$ cat src/rtl/alu_pkg.sv
package alu_pkg;
    localparam int DATA_W = 32;
    localparam int IMM_W  = 16;

    typedef enum logic [1:0] {
        CLS_UPPER = 2'b00,
        CLS_SLT   = 2'b01,
        CLS_ARITH = 2'b10,
        CLS_LOGIC = 2'b11
    } fn_class_e;

    typedef enum logic [1:0] {
        LG_AND = 2'b00,
        LG_OR  = 2'b01,
        LG_XOR = 2'b10,
        LG_NOR = 2'b11
    } logic_fn_e;

    typedef struct packed {
        fn_class_e fclass;
        logic      subtract;
        logic [2:0] shift_code;
        logic_fn_e lfn;
    } alu_ctrl_t;

    typedef struct packed {
        logic [DATA_W-1:0] result;
        logic              zero;
        logic              neg;
    } alu_out_t;
endpackage

$ cat src/rtl/alu_addsub.sv
module alu_addsub #(
    parameter int W = 32
) (
    input  logic [W-1:0] a,
    input  logic [W-1:0] b,
    input  logic         subtract,
    output logic [W-1:0] sum,
    output logic         less
);
    logic [W-1:0] b_eff;
    logic         ovf;

    always_comb begin
        b_eff = subtract ? ~b : b;
        sum   = a + b_eff + {{(W-1){1'b0}}, subtract};
        ovf   = (a[W-1] == b_eff[W-1]) && (sum[W-1] != a[W-1]);
        less  = sum[W-1] ^ ovf;
    end

    // an addition is undone by subtracting b
    always_comb begin
        if (!subtract) a_r3_add_inverse: assert ((sum - b) == a);
        if (subtract && (a == b)) a_r6_self_diff_zero: assert (sum == '0);
    end
endmodule

$ cat src/rtl/alu_logic_unit.sv
module alu_logic_unit
    import alu_pkg::*;
#(
    parameter int W = 32
) (
    input  logic [W-1:0] a,
    input  logic [W-1:0] b,
    input  logic_fn_e    lfn,
    output logic [W-1:0] y
);
    always_comb begin
        unique case (lfn)
            LG_AND:  y = a & b;
            LG_OR:   y = a | b;
            LG_XOR:  y = a ^ b;
            default: y = ~(a | b);
        endcase
    end

    // NOR never sets a bit where a has one
    always_comb begin
        if (lfn == LG_NOR) a_r5_nor_clears_a: assert ((y & a) == '0);
    end
endmodule

$ cat src/rtl/alu_shift_stage.sv
module alu_shift_stage #(
    parameter int W     = 32,
    parameter int SH_LO = 1,
    parameter int SH_HI = 8
) (
    input  logic [W-1:0] din,
    input  logic [2:0]   code,
    output logic [W-1:0] dout
);
    localparam int N_AMT = 2;

    logic [W-1:0] shl [N_AMT];
    logic [W-1:0] shr [N_AMT];
    logic [W-1:0] sra [N_AMT];

    for (genvar i = 0; i < N_AMT; i++) begin : g_amt
        localparam int S = (i == 0) ? SH_LO : SH_HI;
        assign shl[i] = din << S;
        assign shr[i] = din >> S;
        assign sra[i] = W'($signed(din) >>> S);
    end

    always_comb begin
        unique case (code[1:0])
            2'b01:   dout = code[2] ? shl[1] : shl[0];
            2'b10:   dout = code[2] ? shr[1] : shr[0];
            2'b11:   dout = code[2] ? sra[1] : sra[0];
            default: dout = din;
        endcase
    end

    // the no-shift codes pass the value unchanged
    always_comb begin
        if (code[1:0] == 2'b00) a_r8_pass_through: assert (dout == din);
    end
endmodule

$ cat src/rtl/alu_core.sv
module alu_core
    import alu_pkg::*;
#(
    parameter int W     = DATA_W,
    parameter int IW    = IMM_W,
    parameter int SH_LO = 1,
    parameter int SH_HI = 8
) (
    input  logic [W-1:0]  opnd_a,
    input  logic [W-1:0]  opnd_b,
    input  logic [IW-1:0] upper_imm,
    input  logic [7:0]    ctrl,
    output logic [W-1:0]  result,
    output logic          zero,
    output logic          neg
);
    localparam int LOW_W = W - IW;

    alu_ctrl_t    c;
    logic [W-1:0] sum_w;
    logic         less_w;
    logic [W-1:0] shifted_w;
    logic [W-1:0] logic_w;
    logic [W-1:0] res_d;

    assign c = alu_ctrl_t'(ctrl);

    alu_addsub #(.W(W)) u_addsub (
        .a        (opnd_a),
        .b        (opnd_b),
        .subtract (c.subtract),
        .sum      (sum_w),
        .less     (less_w)
    );

    alu_shift_stage #(.W(W), .SH_LO(SH_LO), .SH_HI(SH_HI)) u_shift (
        .din  (sum_w),
        .code (c.shift_code),
        .dout (shifted_w)
    );

    alu_logic_unit #(.W(W)) u_logic (
        .a   (opnd_a),
        .b   (opnd_b),
        .lfn (c.lfn),
        .y   (logic_w)
    );

    always_comb begin
        unique case (c.fclass)
            CLS_UPPER: res_d = {upper_imm, {LOW_W{1'b0}}};
            CLS_SLT:   res_d = {{(W-1){1'b0}}, less_w};
            CLS_ARITH: res_d = shifted_w;
            default:   res_d = logic_w;
        endcase
    end

    assign result = res_d;
    assign zero   = ~|res_d;
    assign neg    = res_d[W-1];

    // class-specific shape of the result
    always_comb begin
        if (c.fclass == CLS_UPPER) a_r2_low_half_clear: assert (result[LOW_W-1:0] == '0);
        if (c.fclass == CLS_SLT)   a_r4_slt_single_bit: assert (result[W-1:1] == '0);
    end
endmodule

$ cat config.mk
export PLATFORM = sky130hd
export DESIGN_NAME = alu_core
export DESIGN_NICKNAME = d
export VERILOG_FILES = /design/src/rtl/alu_pkg.sv /design/src/rtl/alu_addsub.sv /design/src/rtl/alu_logic_unit.sv /design/src/rtl/alu_shift_stage.sv /design/src/rtl/alu_core.sv
export SDC_FILE = /design/constraint.sdc
export NUM_CORES = 1
export LEC_CHECK = 0
export BUFFER_PORTS_ARGS = -buffer_cell sky130_fd_sc_hd__buf_2
export CORE_ASPECT_RATIO = 0.8
export CORE_MARGIN = 2
export CORE_UTILIZATION = 55
export DETAILED_ROUTE_END_ITERATION = 16
export PLACE_DENSITY = 0.8
export SYNTH_ARGS = -nofsm -noshare
export SYNTH_HDL_FRONTEND = slang
export SYNTH_SLANG_ARGS = --single-unit
$ cat constraint.sdc
create_clock -name vclk -period 8.3
set_input_delay 1.66 -clock vclk [all_inputs]
set_output_delay 1.66 -clock vclk [all_outputs]
set_load 0.02 [all_outputs]
==> impl_metrics.env <==
export IMPL_drt_iter0_drc=929
export IMPL_postCtsSetupRepairBufs=0
export IMPL_worst_slew_margin_rel=0.2176
export IMPL_grt_pass1_wl_um=38940
export IMPL_max_freq_ghz=0.1243
export IMPL_hold_end="result[27]"
export IMPL_cts_hold_buffers=0
export IMPL_die_w_um=125.3
export IMPL_ys_warn_count=0
export IMPL_gp_congestion=1.039
export IMPL_setup_viol=0
export IMPL_hpwl_um=20140
export IMPL_path_class="input pin to output pin"
export IMPL_seqCellArea_um2=0
export IMPL_layout_setup_ws_ps=256.3
export IMPL_clock_buffers=0
export IMPL_critPathLaunchType="input pin"
export IMPL_utilization=0.6101
export IMPL_synth_distinct_cells=101
export IMPL_ant_nets=0
export IMPL_hold_path_startpoint="upper_imm[11]"
export IMPL_use_met2=0.5623
export IMPL_fillers=1153
export IMPL_dp_cells=1144
export IMPL_critPathArrivalTime_ps=6380
export IMPL_rsz0062_at_grt="false"
export IMPL_grt_busiest_layer="met2"
export IMPL_use_met3=0.09023
export IMPL_grt_max_degree=46
export IMPL_overflow=0
export IMPL_syn_area_um2=6474
export IMPL_placed_cell_area_um2=7027
export IMPL_maxSlewViolCount=0
export IMPL_ir_drop_mv=0.05105
export IMPL_diodes=0
export IMPL_finalWirelength_um=24670
export IMPL_core_area_um2=11520
export IMPL_yosysSeqAreaShare=0
export IMPL_drive_above_1_share=0.1898
export IMPL_worstPathRequired_ps=6640
export IMPL_io_pins=122
export IMPL_grtUsageMet1=0.5579
export IMPL_fin_crit_ps=8044
export IMPL_die_h_um=101.0
export IMPL_status="finished clean"
export IMPL_drt_first_pass_iters=6
export IMPL_cp_startpoint="ctrl[5]"
export IMPL_design_seq_count=0
export IMPL_whs_path_depth=4
export IMPL_die_area_um2=12660
export IMPL_power_density_nw_per_um2=103.8
export IMPL_wire_per_inst_um=21.56
export IMPL_cts_resized=0
export IMPL_crit_fanout=26
export IMPL_route_detailed_drc=0
export IMPL_dpl_worst_slack_ps=396.9
export IMPL_final_cell_area_um2=7027
export IMPL_finalCritPeriodShare=0.9691
export IMPL_nets=1188
export IMPL_start_util=0.5621
export IMPL_hold_viol_final=0
export IMPL_final_cells=1144
export IMPL_via_per_inst=6.682
export IMPL_setup_tns_ps=0
export IMPL_num_vias=7644
export IMPL_portBuffers=122
export IMPL_hold_path_class="input pin to output pin"
export IMPL_max_cap_viol_count=0
export IMPL_grt_pass1_vias=6971
export IMPL_p_leak_nw=3.330
export IMPL_row_count=35
export IMPL_area_delta_synth_final_pct=8.543
export IMPL_end_kind="output pin"
export IMPL_syn_inst=923
export IMPL_antenna_found_initial=0
export IMPL_syn_area_per_cell_um2=7.014
export IMPL_grt_usage=0.3814
export IMPL_syn_nets=1113
export IMPL_worstMarginPinSlew_ps=1169
-- kinds of logic after synthesis --
| logic type | Yosys count | synth area share |
|---|---|---|
| compound gates | 323 | 0.3558 |
| xor+xnor | 88 | 0.1191 |
| fa+ha+maj | 102 | 0.1983 |
| simple gates | 257 | 0.1991 |
| mux | 21 | 0.03653 |
| buf+inv | 132 | 0.09122 |
-- cell usage in the layout (no fill, tap or decap), types with 4 or more instances in the layout --
cell type and instances:
a22oi_1 4, o21a_1 4, a21oi_1 67, o211a_1 5, nor2_1 59, o21bai_1 4, a221oi_1 9, a21o_1 9
xnor2_1 20, nand3_1 8, o211ai_1 17, ha_1 101, mux2i_1 11, o211ai_2 4, buf_2 121, a211o_1 6
and3_1 4, a31oi_1 11, a221o_1 4, buf_4 10, a21oi_2 4, a211oi_1 37, inv_1 73, o31ai_1 7
or4_1 6, or3_1 5, nor3_1 16, or2_2 6, mux2_2 7, o21ai_0 57, nor2b_1 20, o221ai_1 13
nor4_1 10, o21ai_1 11, nand2_1 83, nand4_1 15, xor2_1 68
-- routing by layer --
metal / vias to the layer above / part of all wire
met4: 0 / 0.024
met3: 55 / 0.13
met5: - / 0
li1: 3561 / -
met1: 3485 / 0.45
met2: 543 / 0.39
-- Yosys cell counts (9+ instances only) --
cell,n,area [um2]
nor4_1,10,62.56
a221oi_1,9,78.83
a211oi_1,37,277.8
ha_1,101,1264
buf_2,19,95.09
nand4_1,15,93.84
nor3_1,16,80.08
clkbuf_1,26,97.59
xor2_1,68,595.6
a21o_1,9,67.56
nor2b_1,20,125.1
o221ai_1,13,113.9
xnor2_1,20,175.2
mux2i_1,11,110.1
inv_1,73,274.0
o21ai_1,11,55.05
nor2_1,59,221.5
o21ai_0,57,285.3
a21oi_1,67,335.3
a31oi_1,11,68.82
o211ai_1,17,127.6
nand2_1,83,311.6
-- report_power, final --
group / internal, mW / switching (mW) / total, mW
Combinational: 0.250 / 0.479 / 0.729
Clock: 0 / 0 / 0
Sequential: 0 / 0 / 0
-- worst max path at each step --
stage / slack (ps) / cells after the start / end
2_1_floorplan: 1060 / 15 / zero
3_3_place_gp: 450 / 15 / zero
3_5_place_dp: 400 / 15 / zero
4_1_cts: 370 / 15 / zero
5_1_grt: 70 / 15 / zero
6_report: 260 / 15 / zero
-- critical path, cell delays in order --
cell and delay (ps):
buf_2 610, xor2_1 210, fa_1 520, a211oi_4 340
o211ai_2 190, a41oi_2 330, xnor2_1 220, a211oi_1 300
a211oi_1 140, or4_1 540, nor4_1 430, nand4b_1 220
nor4_1 300, and4b_1 210, buf_2 160
-- through the flow --
| step | power (mW) | hold slack (ps) |
|---|---|---|
| 2_1_floorplan | 0.4916 | 3516 |
| 3_3_place_gp | 0.6958 | 3666 |
| 3_5_place_dp | 0.6987 | 3666 |
| 4_1_cts | 0.7019 | 3666 |
| 5_1_grt | 0.7811 | 3690 |
| 6_report | 0.7292 | 3666 |
-- layout make-up --
class              instances  area, um2  area share
inverters                 74      277.8     0.03953
multi-input cells        791       5883      0.8373
well taps                148      185.2     0.02635
repair buffers           131      680.7     0.09687
Power figures use the tool's default switching activity.
